[src/rtl/uart_wake_ctrl.sv]
module uart_wake_ctrl #(
  parameter int COMP_W        = 16,
  parameter int STABLE_CYCLES = 8,
  parameter int SYNC_STAGES   = 2
) (
  input  logic              clk,
  input  logic              rst_n,
  input  logic              pwr_down,
  input  logic              cts_pin,
  input  logic              rx_pin,
  input  logic              cts_wake_en,
  input  logic              data_wake_en,
  input  logic              cts_act_lvl,
  input  logic [COMP_W-1:0] comp_val,
  input  logic [COMP_W-1:0] baud_div,
  input  logic              cts_flag_clr,
  input  logic              data_flag_clr,
  output logic              wake_req,
  output logic              cts_wake_flag,
  output logic              data_wake_flag,
  output logic              cpu_run,
  output logic              rx_ready,
  output logic              cfg_err
);

  localparam int STB_W = $clog2(STABLE_CYCLES + 1);

  typedef enum logic [1:0] {ST_SLEEP, ST_RECOVER, ST_RUN} rec_state_t;

  logic [SYNC_STAGES:0] cts_sh, rx_sh;
  logic cts_now, cts_old, rx_now, rx_old;
  logic cts_hit, cts_set, data_set;

  always_ff @(posedge clk or negedge rst_n)
    if (!rst_n) begin
      cts_sh <= '1;
      rx_sh  <= '1;
    end else begin
      cts_sh <= {cts_sh[SYNC_STAGES-1:0], cts_pin};
      rx_sh  <= {rx_sh[SYNC_STAGES-1:0], rx_pin};
    end

  assign cts_now = cts_sh[SYNC_STAGES-1];
  assign cts_old = cts_sh[SYNC_STAGES];
  assign rx_now  = rx_sh[SYNC_STAGES-1];
  assign rx_old  = rx_sh[SYNC_STAGES];

  assign cts_hit  = cts_act_lvl ? (cts_old & ~cts_now) : (cts_now & ~cts_old);
  assign cts_set  = pwr_down & cts_wake_en & cts_hit;
  assign data_set = pwr_down & data_wake_en & (rx_now ^ rx_old);

  always_ff @(posedge clk or negedge rst_n)
    if (!rst_n) begin
      cts_wake_flag  <= 1'b0;
      data_wake_flag <= 1'b0;
    end else begin
      cts_wake_flag  <= cts_set  | (cts_wake_flag  & ~cts_flag_clr);
      data_wake_flag <= data_set | (data_wake_flag & ~data_flag_clr);
    end

  assign wake_req = (cts_wake_flag & cts_wake_en) | (data_wake_flag & data_wake_en);

  rec_state_t       rec_st;
  logic [STB_W-1:0] rec_cnt;

  always_ff @(posedge clk or negedge rst_n)
    if (!rst_n) begin
      rec_st  <= ST_SLEEP;
      rec_cnt <= '0;
    end else begin
      case (rec_st)
        ST_SLEEP:
          if (wake_req) begin
            rec_st  <= ST_RECOVER;
            rec_cnt <= STB_W'(STABLE_CYCLES - 1);
          end
        ST_RECOVER:
          if (rec_cnt == '0) rec_st <= ST_RUN;
          else               rec_cnt <= rec_cnt - 1'b1;
        ST_RUN:
          if (pwr_down && !wake_req) rec_st <= ST_SLEEP;
        default: rec_st <= ST_SLEEP;
      endcase
    end

  assign cpu_run = (rec_st == ST_RUN);

  logic [COMP_W-1:0] comp_cnt;
  logic              comp_busy;

  always_ff @(posedge clk or negedge rst_n)
    if (!rst_n) begin
      comp_cnt  <= '0;
      comp_busy <= 1'b0;
      rx_ready  <= 1'b0;
    end else begin
      rx_ready <= 1'b0;
      if (data_set && !data_wake_flag) begin
        comp_cnt  <= comp_val;
        comp_busy <= 1'b1;
      end else if (comp_busy) begin
        if (comp_cnt == '0) begin
          comp_busy <= 1'b0;
          rx_ready  <= 1'b1;
        end else begin
          comp_cnt <= comp_cnt - 1'b1;
        end
      end
    end

  assign cfg_err = (baud_div <= comp_val);

endmodule


[config.mk]
export PLATFORM = sky130hd
export DESIGN_NAME = uart_wake_ctrl
export DESIGN_NICKNAME = d
export VERILOG_FILES = /design/src/rtl/uart_wake_ctrl.sv
export SDC_FILE = /design/constraint.sdc
export NUM_CORES = 1
export LEC_CHECK = 0
export ABC_AREA = 0
export BUFFER_PORTS_ARGS = -buffer_cell sky130_fd_sc_hd__buf_4
export CORE_UTILIZATION = 48
export DETAILED_ROUTE_END_ITERATION = 7
export PLACE_DENSITY_LB_ADDON = 0.12
export SYNTH_ARGS = -nofsm -noshare
export SYNTH_HDL_FRONTEND = slang
export SYNTH_SLANG_ARGS = --single-unit
export TNS_END_PERCENT = 5
[constraint.sdc]
create_clock -name clk -period 2 [get_ports clk]
set_input_delay 0.2 -clock clk [delete_from_list [all_inputs] [get_ports clk]]
set_output_delay 0.2 -clock clk [all_outputs]
set_load 0.02 [all_outputs]
== Word level (Yosys, flattened, before mapping) ==
Index checks and enable logic that the tools add are counted.
Word-level totals
  flip-flop bits (word level): 32
  input port bits: 42
  output and inout port bits: 6
Cells by class
  add/subtract/negate cells: 2
  $lt $le $gt $ge: 1
  equal/unequal tests: 7
  mux-type cells: 17
  bitwise operators: 18
  reduce and logical (&&, ||, !) cells: 12
Operators with widths (count)
  16-bit two-way mux: 3
  16-bit <= comparator: 1
  16-bit logical NOT: 1
  16-bit by 1-bit subtractor with 16-bit output, second input constant: 1
  1-bit AND: 10
  4-bit two-way mux: 2
  2-bit inequality test, second input constant: 4
  4-bit one-hot mux with 2 select lines: 1
  1-bit two-way mux: 7
  2-bit two-way mux: 3
  2-bit one-hot mux with 3 select lines: 1
  3-bit AND reduction: 2
  4-bit logical NOT: 1
  1-bit inverter: 4
  2-bit nonzero test: 2
  4-bit by 1-bit subtractor with 4-bit output, second input constant: 1
  1-bit OR: 3
  2-bit by 1-bit equality test with 1-bit output, second input constant: 1
  2-bit equality test, second input constant: 1
  1-bit logical AND: 2
  1-bit logical NOT: 2
  2-bit logical NOT: 1
  2-bit by 1-bit inequality test with 1-bit output, second input constant: 1
  2-bit AND reduction: 1
  1-bit bitwise XOR: 1

== Logic depth before layout (Yosys ltp) ==
Gate-level depths: netlist of run 1.
  depth in word-level cells: 6
  depth in mapped cells: 7

== Worst setup path before layout of run 1 ==
Ideal clock, no wire load.
  path kind: register to register
  from: register comp_cnt[11]
  to: register comp_cnt[4]
  library setup time: 0.083 ns
  data arrival time: 1.895 ns
  path slack: 0.022 ns
  cell stages (with the launch flop): 6
  buffers on the path: 0
  period minus slack after synthesis: 1.978 ns
  cells stage by stage: dfrtp_1 or4_4 nor4_4 a2111oi_0 xnor2_1 o21ai_0
On the way
  word-level cells in the longest chain between the ends: 3
Ends and longest elaborated chain
  start, declared: line 88  | logic [COMP_W-1:0] comp_cnt;
  start signal, assigned: line 99  | comp_cnt <= comp_val;
  start signal, assigned: line 106  | comp_cnt <= comp_cnt - 1'b1;
  16-bit logical NOT: line 102  | if (comp_cnt == '0) begin
  2-bit inequality test (no source line)
  2-bit AND reduction (no source line)
No other way between the ends.
A chain may end at the register's enable or synchronous reset.

== Final worst setup path of run 1 ==
  from: register comp_cnt[7]
  to: register comp_busy
On the way
  word-level cells in the longest chain between the ends: 4
Ends and longest elaborated chain
  16-bit logical NOT: line 102
  1-bit two-way mux: line 102
  1-bit two-way mux: line 101  | end else if (comp_busy) begin
  1-bit two-way mux: line 98  | if (data_set && !data_wake_flag) begin
  end signal, assigned: line 94  | comp_busy <= 1'b0;
  end signal, assigned: line 100  | comp_busy <= 1'b1;
  end signal, assigned: line 103  | comp_busy <= 1'b0;
  end, declared: line 89  | logic comp_busy;
No other way between the ends.

==> key figures, run 1 <==
Synth
  • Adder-cell share of the synthesized area: 0.117
  • Multiplexer fraction of the synthesized cell area: 0
  • Portion of synthesized cell area occupied by the leading cell type: 0.321
  • Main combinational cell family by area after synthesis: simple AND/OR/NAND/NOR gates
  • Flip-flop and latch count after synthesis: 32
  • Synthesized net count: 282
  • Async set or reset register ratio after synthesis: 1.00
  • Ranking of synthesized cells by area: dfrtp_1, ha_1, dfstp_2
  • Number of standard cells after synthesis: 221
  • Post-synthesis area per instance: 9.18 um2
  • Part of the Yosys area used for sequential elements: 0.398
  • Basic-gate share of the synthesized area counting and, or, nand and nor cells: 0.205
  • Leading area contributor after synthesis: dfrtp_1
  • Ys Warns: 0
  • Xor/xnor share of the synthesized area: 0.0518
  • EDFF count, synth: 0
  • Most used flip-flop cell after synthesis: dfrtp_1
  • Area fraction in compound gates after synthesis: 0.171
  • Number of distinct standard cells referenced by the synthesized netlist: 46
  • Netlist Area Pre-Place: 0.00203 mm2

Clock network
  • CTS tree: yes
  • Clock net sink count: 32
  • Clock transition at path regs: 0.06 ns
  • Latest clock arrival within the worst-skew pair: 0.28 ns
  • CTS root buffer: clkbuf_8
  • Post-CTS setup-driven buffer insertion count: 0
  • Max H-tree Level: 2
  • Maximum buffer depth of the clock tree: 2
  • Num CTS Buffers: 5

Finish
  • Non-filler cells, final: 332
  • Area Growth Syn to Fin: 28.5%
  • Fin util: 0.647
  • Layout net count: 342
  • Share of layout cells above drive strength 1: 0.287
  • Count of inserted antenna diode cells: 0
  • Area of the multi-input gates: 0.00113 mm2
  • Most common cell after layout, fill and taps aside: buf_4
  • Storage cell area: 808 um2
  • Commonest non-fill, non-tap cells in the layout: buf_4, nand2_1, dfrtp_1, inv_1
  • Fillers: 355

Power and ir drop
  • Combinational Power Share: 0.394
  • Clock network fraction of total power: 0.180
  • Total power divided by cell area: 981 mW/mm2
  • Switching pwr: 944 uW
  • Internal: 1.62 mW
  • Net switching fraction of the power: 0.369
  • Maximum resistive drop on vdd: 0.000630 V
  • Sequential power share: 0.426
  • Total chip power: 2.56 mW
  • Leakage: 1.23 nW

Drt
  • DRC viols: 0
  • ANT nets after route: 0
  • Mean number of vias per cell: 5.21
  • Routed wire length per instance: 12.3 um
  • WL final: 4090 um
  • Router iterations before antenna repair: 4
  • Count of vias placed by the detailed router: 1729
  • Starting DRC count in detailed routing: 108

Floorplanning
  • Site row count: 23
  • Starting density of the core: 0.504
  • Core region area: 0.00403 mm2
  • Total die area: 0.00449 mm2
  • Y dimension of the die: 67.0 um
  • Ports placed on the boundary: 48
  • Width of the die: 67.0 um

Global route
  • Grt ovf: 0
  • Number of global-route vias before repair: 1564
  • Largest net degree at the start of global routing: 33
  • Combined global-route utilization of all metal layers: 0.205
  • Initial antenna violation count: 0
  • Wire length of the first global-routing pass: 6890 um

Timing
  • Share of the cycle needed by the critical path after routing: 0.968
  • Minimum clock period after layout: 1.94 ns
  • Final number of setup-violating endpoints: 0
  • Clock tree skew after final layout: 0.00333 ns
  • Unrepaired setup endpoints after global routing: true
  • Pins over their slew limit: 0
  • Post-Route Setup TNS: 0 ns
  • Actual slew at the worst max-slew pin: 0.520 ns
  • Number of hold violations in the final report: 0
  • Post-Route Hold Slack: 0.0282 ns
  • Highest attainable clock frequency: 516 MHz
  • Slew margin rel.: 0.644

Setup path
  • Ordered list of cells on the worst path: or4_4, nor4_4, buf_4, a21boi_2, or2_2
  • Critical path endpoint category: flip-flop
  • Crit Path Max Fanout: 4
  • Critical Path Slowest Stage Cell: or4_4
  • Startpoint type of the worst setup path: flip-flop
  • Crit path max-delay family: simple AND/OR/NAND/NOR gates
  • Worst EP required: 2.16 ns
  • Arrival time worst endpoint: 2.09 ns
  • Maximum single-stage delay on the critical path: 0.58 ns
  • WS Path Type: flip-flop to flip-flop
  • Worst path buffer plus inverter count: 1

Placement
  • # placed instances: 323
  • Total of buffers placed on input and output ports: 47
  • Final weighted congestion in routability-driven placement: 0.805
  • Hpwl dp: 3240 um

Run status
  • Outcome: completed

Worst hold path
  • Tightest Hold Check Type: primary input to flip-flop

Job
  • Max-cap violation count: 0
## kinds of logic after synthesis
kind of cell / after synthesis
buf+inv: 29
xor+xnor: 12
compound gates: 55
flops: 32
fa+ha+maj: 19
simple gates: 74
## timing repair
| action | 4_1_cts | 5_1_grt |
|---|---|---|
| resized for setup | 0 | 5 |
| hold endpoints to repair | 26 | 0 |
| endpoints found under the setup margin | 0 | 8 |
| hold buffers | 1 | 0 |
## per-layer routing
layer | vias to the layer above | part of all wire | global-route usage | routed length, um
li1 | 891 | - | - | -
met1 | 793 | 0.47 | 0.277 | 1910
met2 | 43 | 0.48 | 0.329 | 1950
met3 | 2 | 0.052 | 0.0428 | 211
met4 | 0 | 0.0051 | 0.0559 | 21
met5 | - | 0 | 0 | 0
## through the flow
stage | worst slack (ns) | area (um2)
3_3_place_gp | 0.119 | 2490
5_1_grt | -0.0212 | 2610
4_1_cts | 0.0471 | 2580
3_5_place_dp | 0.0374 | 2490
2_1_floorplan | 0.0222 | 2030
6_report | 0.0632 | 2610
## worst register-to-register path: stages (launching register included)
cell	delay [ns]
dfrtp_1	0.38
or4_4	0.58
nor4_4	0.33
buf_4	0.19
a21boi_2	0.07
or2_2	0.27
## final cells by class
type	count	share of cell area
clock inverter	1	0.00192
inverter	25	0.0360
sequential	32	0.310
tap	50	0.0240
timing repair buffer	57	0.165
multi-input combinational	160	0.434
clock buffer	7	0.0293
## sequential cells by signal, indices dropped and copies added (netlist names)
name / count
comp_busy: 1
cts_wake_flag: 1
rec_st: 2
rx_sh: 3
rx_ready: 1
cts_sh: 3
data_wake_flag: 1
rec_cnt: 4
comp_cnt: 16
## power groups by stage
stage               registers, mW  clock network (mW)  logic (mW)
floorplan                    1.05                   0       0.689
detailed placement           1.09                   0       0.980
global route                 1.12               0.495        1.14
global placement             1.09                   0       0.957
finish                       1.09               0.460        1.01
CTS                          1.08               0.469       0.987
## Yosys cell counts, types with 2 or more instances
master    count
nor2b_1       2
nor4_4        2
nand2b_1      2
o21ai_0      21
nand3_1       6
ha_1         19
xor2_1        4
o211ai_1      2
dfrtp_1      26
o21ai_1       2
clkbuf_1      2
xnor2_1       8
inv_1        25
dfstp_2       6
nor4_1        3
nor3b_1       2
a211oi_1      4
nor2_1        8
a22oi_1       3
nand2_1      31
a21o_1        2
nand4_1       4
nor3_1        3
a21oi_1      11
or4_4         2
## path summary, 6_finish.rpt
kind,from,endpoint,slack [ns],cells after the start
worst max-delay path,comp_cnt[7],comp_busy,0.06,5
worst min-delay path,rx_pin,rx_sh[0],0.03,1
worst max register to register,comp_cnt[7],comp_busy,0.06,5
worst min register to register,cts_sh[0],cts_sh[1],0.35,0
max in group asynchronous,rst_n,rx_sh[0],1.29,2
min in group asynchronous,rst_n,rec_cnt[0],0.39,2
Power figures use the tool's default switching activity.
==> run 2, diff against run 1 <==
Settings changed: PLACE_DENSITY set to 0.76, PLACE_DENSITY_LB_ADDON 0.12 to unset, SLEW_MARGIN set to 20.
==> run 2 against run 1 <==
Net effect: utilization grew 1.1 points; critical path depth grew 1; non-clock buffer count grew 2; clock power grew 7.4%.
==> key figures, run 2 (synthesis results as in run 1) <==
Timing
  • Number of hold violations in the final report: 0 (unchanged)
  • Share of the cycle needed by the critical path after routing: 0.959 (-0.00893)
  • Final number of setup-violating endpoints: 0 (unchanged)
  • Clock tree skew after final layout: 0.00732 ns (+0.00399 ns)
  • Slew margin rel.: 0.691 (+0.0464)
  • Pins over their slew limit: 0 (unchanged)
  • Minimum clock period after layout: 1.92 ns (-0.0179 ns)
  • Actual slew at the worst max-slew pin: 0.460 ns (-0.0600 ns)
  • Highest attainable clock frequency: 521 MHz (+0.93%)

Finish
  • Non-filler cells, final: 334 (+0.60%)
  • Count of inserted antenna diode cells: 0 (unchanged)
  • Number of flip-flops in the largest register: 16 (unchanged)
  • Registers with the most flip-flops: comp_cnt (16), rec_cnt (4)
  • Fillers: 342 (-3.7%)
  • Share of layout cells above drive strength 1: 0.296 (+0.00854)
  • Register containing the most flip-flops in the final layout: comp_cnt
  • Area Growth Syn to Fin: 30.8%
  • Layout net count: 344 (+0.58%)
  • Most common cell after layout, fill and taps aside: buf_4
  • Final Instance Area: 0.00265 mm2 (+1.8%)
  • Commonest non-fill, non-tap cells in the layout: buf_4, nand2_1, dfrtp_1, inv_1, o21ai_0

Drt
  • ANT nets after route: 0 (unchanged)
  • Mean number of vias per cell: 5.17 (-0.66%)
  • Router iterations before antenna repair: 4 (unchanged)
  • WL final: 4080 um (-0.20%)
  • Count of vias placed by the detailed router: 1728 (-0.058%)
  • Starting DRC count in detailed routing: 62 (-43%)
  • Routed wire length per instance: 12.2 um (-0.79%)
  • DRC viols: 0 (unchanged)

Power and ir drop
  • Total chip power: 2.65 mW (+3.5%)
  • Maximum resistive drop on vdd: 0.000573 V (-9.1%)
  • Total power divided by cell area: 998 mW/mm2 (+1.7%)
  • Leakage: 1.25 nW (+1.5%)

Setup path
  • Worst EP required: 2.16 ns (about the same)
  • WS Path Type: flip-flop to flip-flop
  • Crit Path Max Fanout: 4 (unchanged)
  • Arrival time worst endpoint: 2.08 ns (about the same)
  • Critical path endpoint category: flip-flop
  • Startpoint type of the worst setup path: flip-flop

Floorplanning
  • Starting density of the core: 0.504 (unchanged)
  • Ports placed on the boundary: 48 (unchanged)
  • Total die area: 0.00449 mm2 (unchanged)
  • Site row count: 23 (unchanged)
  • Y dimension of the die: 67.0 um (unchanged)
  • Width of the die: 67.0 um (unchanged)
  • Core region area: 0.00403 mm2 (unchanged)

Global route
  • Number of global-route vias before repair: 1572 (+0.51%)
  • Largest net degree at the start of global routing: 35 (+6.1%)
  • Initial antenna violation count: 0 (unchanged)
  • Combined global-route utilization of all metal layers: 0.203 (-0.00267)
  • Wire length of the first global-routing pass: 6760 um (-2.0%)
  • Grt ovf: 0 (unchanged)

Placement
  • Final weighted congestion in routability-driven placement: 0.792 (-1.7%)
  • Hpwl dp: 3100 um (-4.4%)
  • Placed instance area: 0.00250 mm2 (+0.20%)
  • # placed instances: 322 (-0.31%)
  • Total of buffers placed on input and output ports: 47 (unchanged)

Run status
  • Outcome: completed

Clock network
  • Max H-tree Level: 2 (unchanged)
  • CTS root buffer: clkbuf_8
  • CTS tree: yes
  • Clock transition at path regs: 0.06 ns (about the same)
  • Maximum buffer depth of the clock tree: 2 (unchanged)
  • Num CTS Buffers: 5 (unchanged)
  • Clock net sink count: 32 (unchanged)
  • Latest clock arrival within the worst-skew pair: 0.28 ns (about the same)

Worst hold path
  • Tightest Hold Check Type: primary input to flip-flop

Job
  • Max-cap violation count: 0 (unchanged)
==> run 2: where the power goes <==
part	internal, mW	switching (mW)	leakage (nW)
clock	0.280	0.214	0.0455
sequential	0.860	0.245	0.378
combinational	0.547	0.503	0.822
==> run 2: layout make-up <==
| class | count | area, um2 | share of cell area |
|---|---|---|---|
| inverter | 25 | 93.8 | 0.0354 |
| multi-input combinational | 160 | 1140 | 0.429 |
| clock buffer | 8 | 90.1 | 0.0339 |
| sequential | 32 | 808 | 0.305 |
| timing repair buffer | 59 | 462 | 0.174 |
| tap | 50 | 62.6 | 0.0236 |
==> run 2: path summary, 6_finish.rpt <==
| kind | start | slack, ns | cells after the start | endpoint |
|---|---|---|---|---|
| worst max register to register | comp_cnt[6] | 0.08 | 6 | comp_cnt[12] |
| worst min register to register | rx_sh[0] | 0.35 | 0 | rx_sh[1] |
| min in group asynchronous | rst_n | 0.39 | 2 | rec_st[1] |
| max in group asynchronous | rst_n | 1.29 | 2 | cts_sh[2] |
| worst max-delay path | comp_cnt[6] | 0.08 | 6 | comp_cnt[12] |
| worst min-delay path | rx_pin | 0.03 | 1 | rx_sh[0] |
==> run 2: timing repair <==
| action | CTS | global route |
|---|---|---|
| pin swaps | 0 | 1 |
| hold buffers | 1 | 0 |
| cloned | 0 | 0 |
| buffers inserted | 0 | 3 |
| endpoints found under the hold margin | 26 | 0 |
| gates resized for setup | 1 | 6 |
| endpoints found under the setup margin | 1 | 6 |
==> run 2: through the flow <==
step	hold slack, ns	util	TNS, ns	setup WS [ns]
after floorplan	-0.0956	-	0	0.0222
after global placement	0.152	0.620	0	0.0790
after detailed placement	0.155	0.620	0	0.000801
after CTS	0.0256	0.648	0	0.0202
after global routing	0.0148	0.659	-0.0110	-0.0110
final	0.0331	0.659	0	0.0811
==> run 2: layer usage <==
| layer | vias to the layer above | wire (um) | GRT usage |
|---|---|---|---|
| met5 | - | 0 | 0 |
| met4 | 0 | 37 | 0.0585 |
| met3 | 4 | 114 | 0.0565 |
| met2 | 29 | 2000 | 0.329 |
| met1 | 794 | 1920 | 0.260 |
| li1 | 901 | - | - |
==> run 2: worst max-delay path: stages, from the launching register on <==
cell      delay (ns)
dfrtp_1         0.39
or4_4           0.59
a311oi_4        0.29
buf_4           0.17
nor3b_2         0.16
xnor2_1         0.13
o21ai_1         0.07
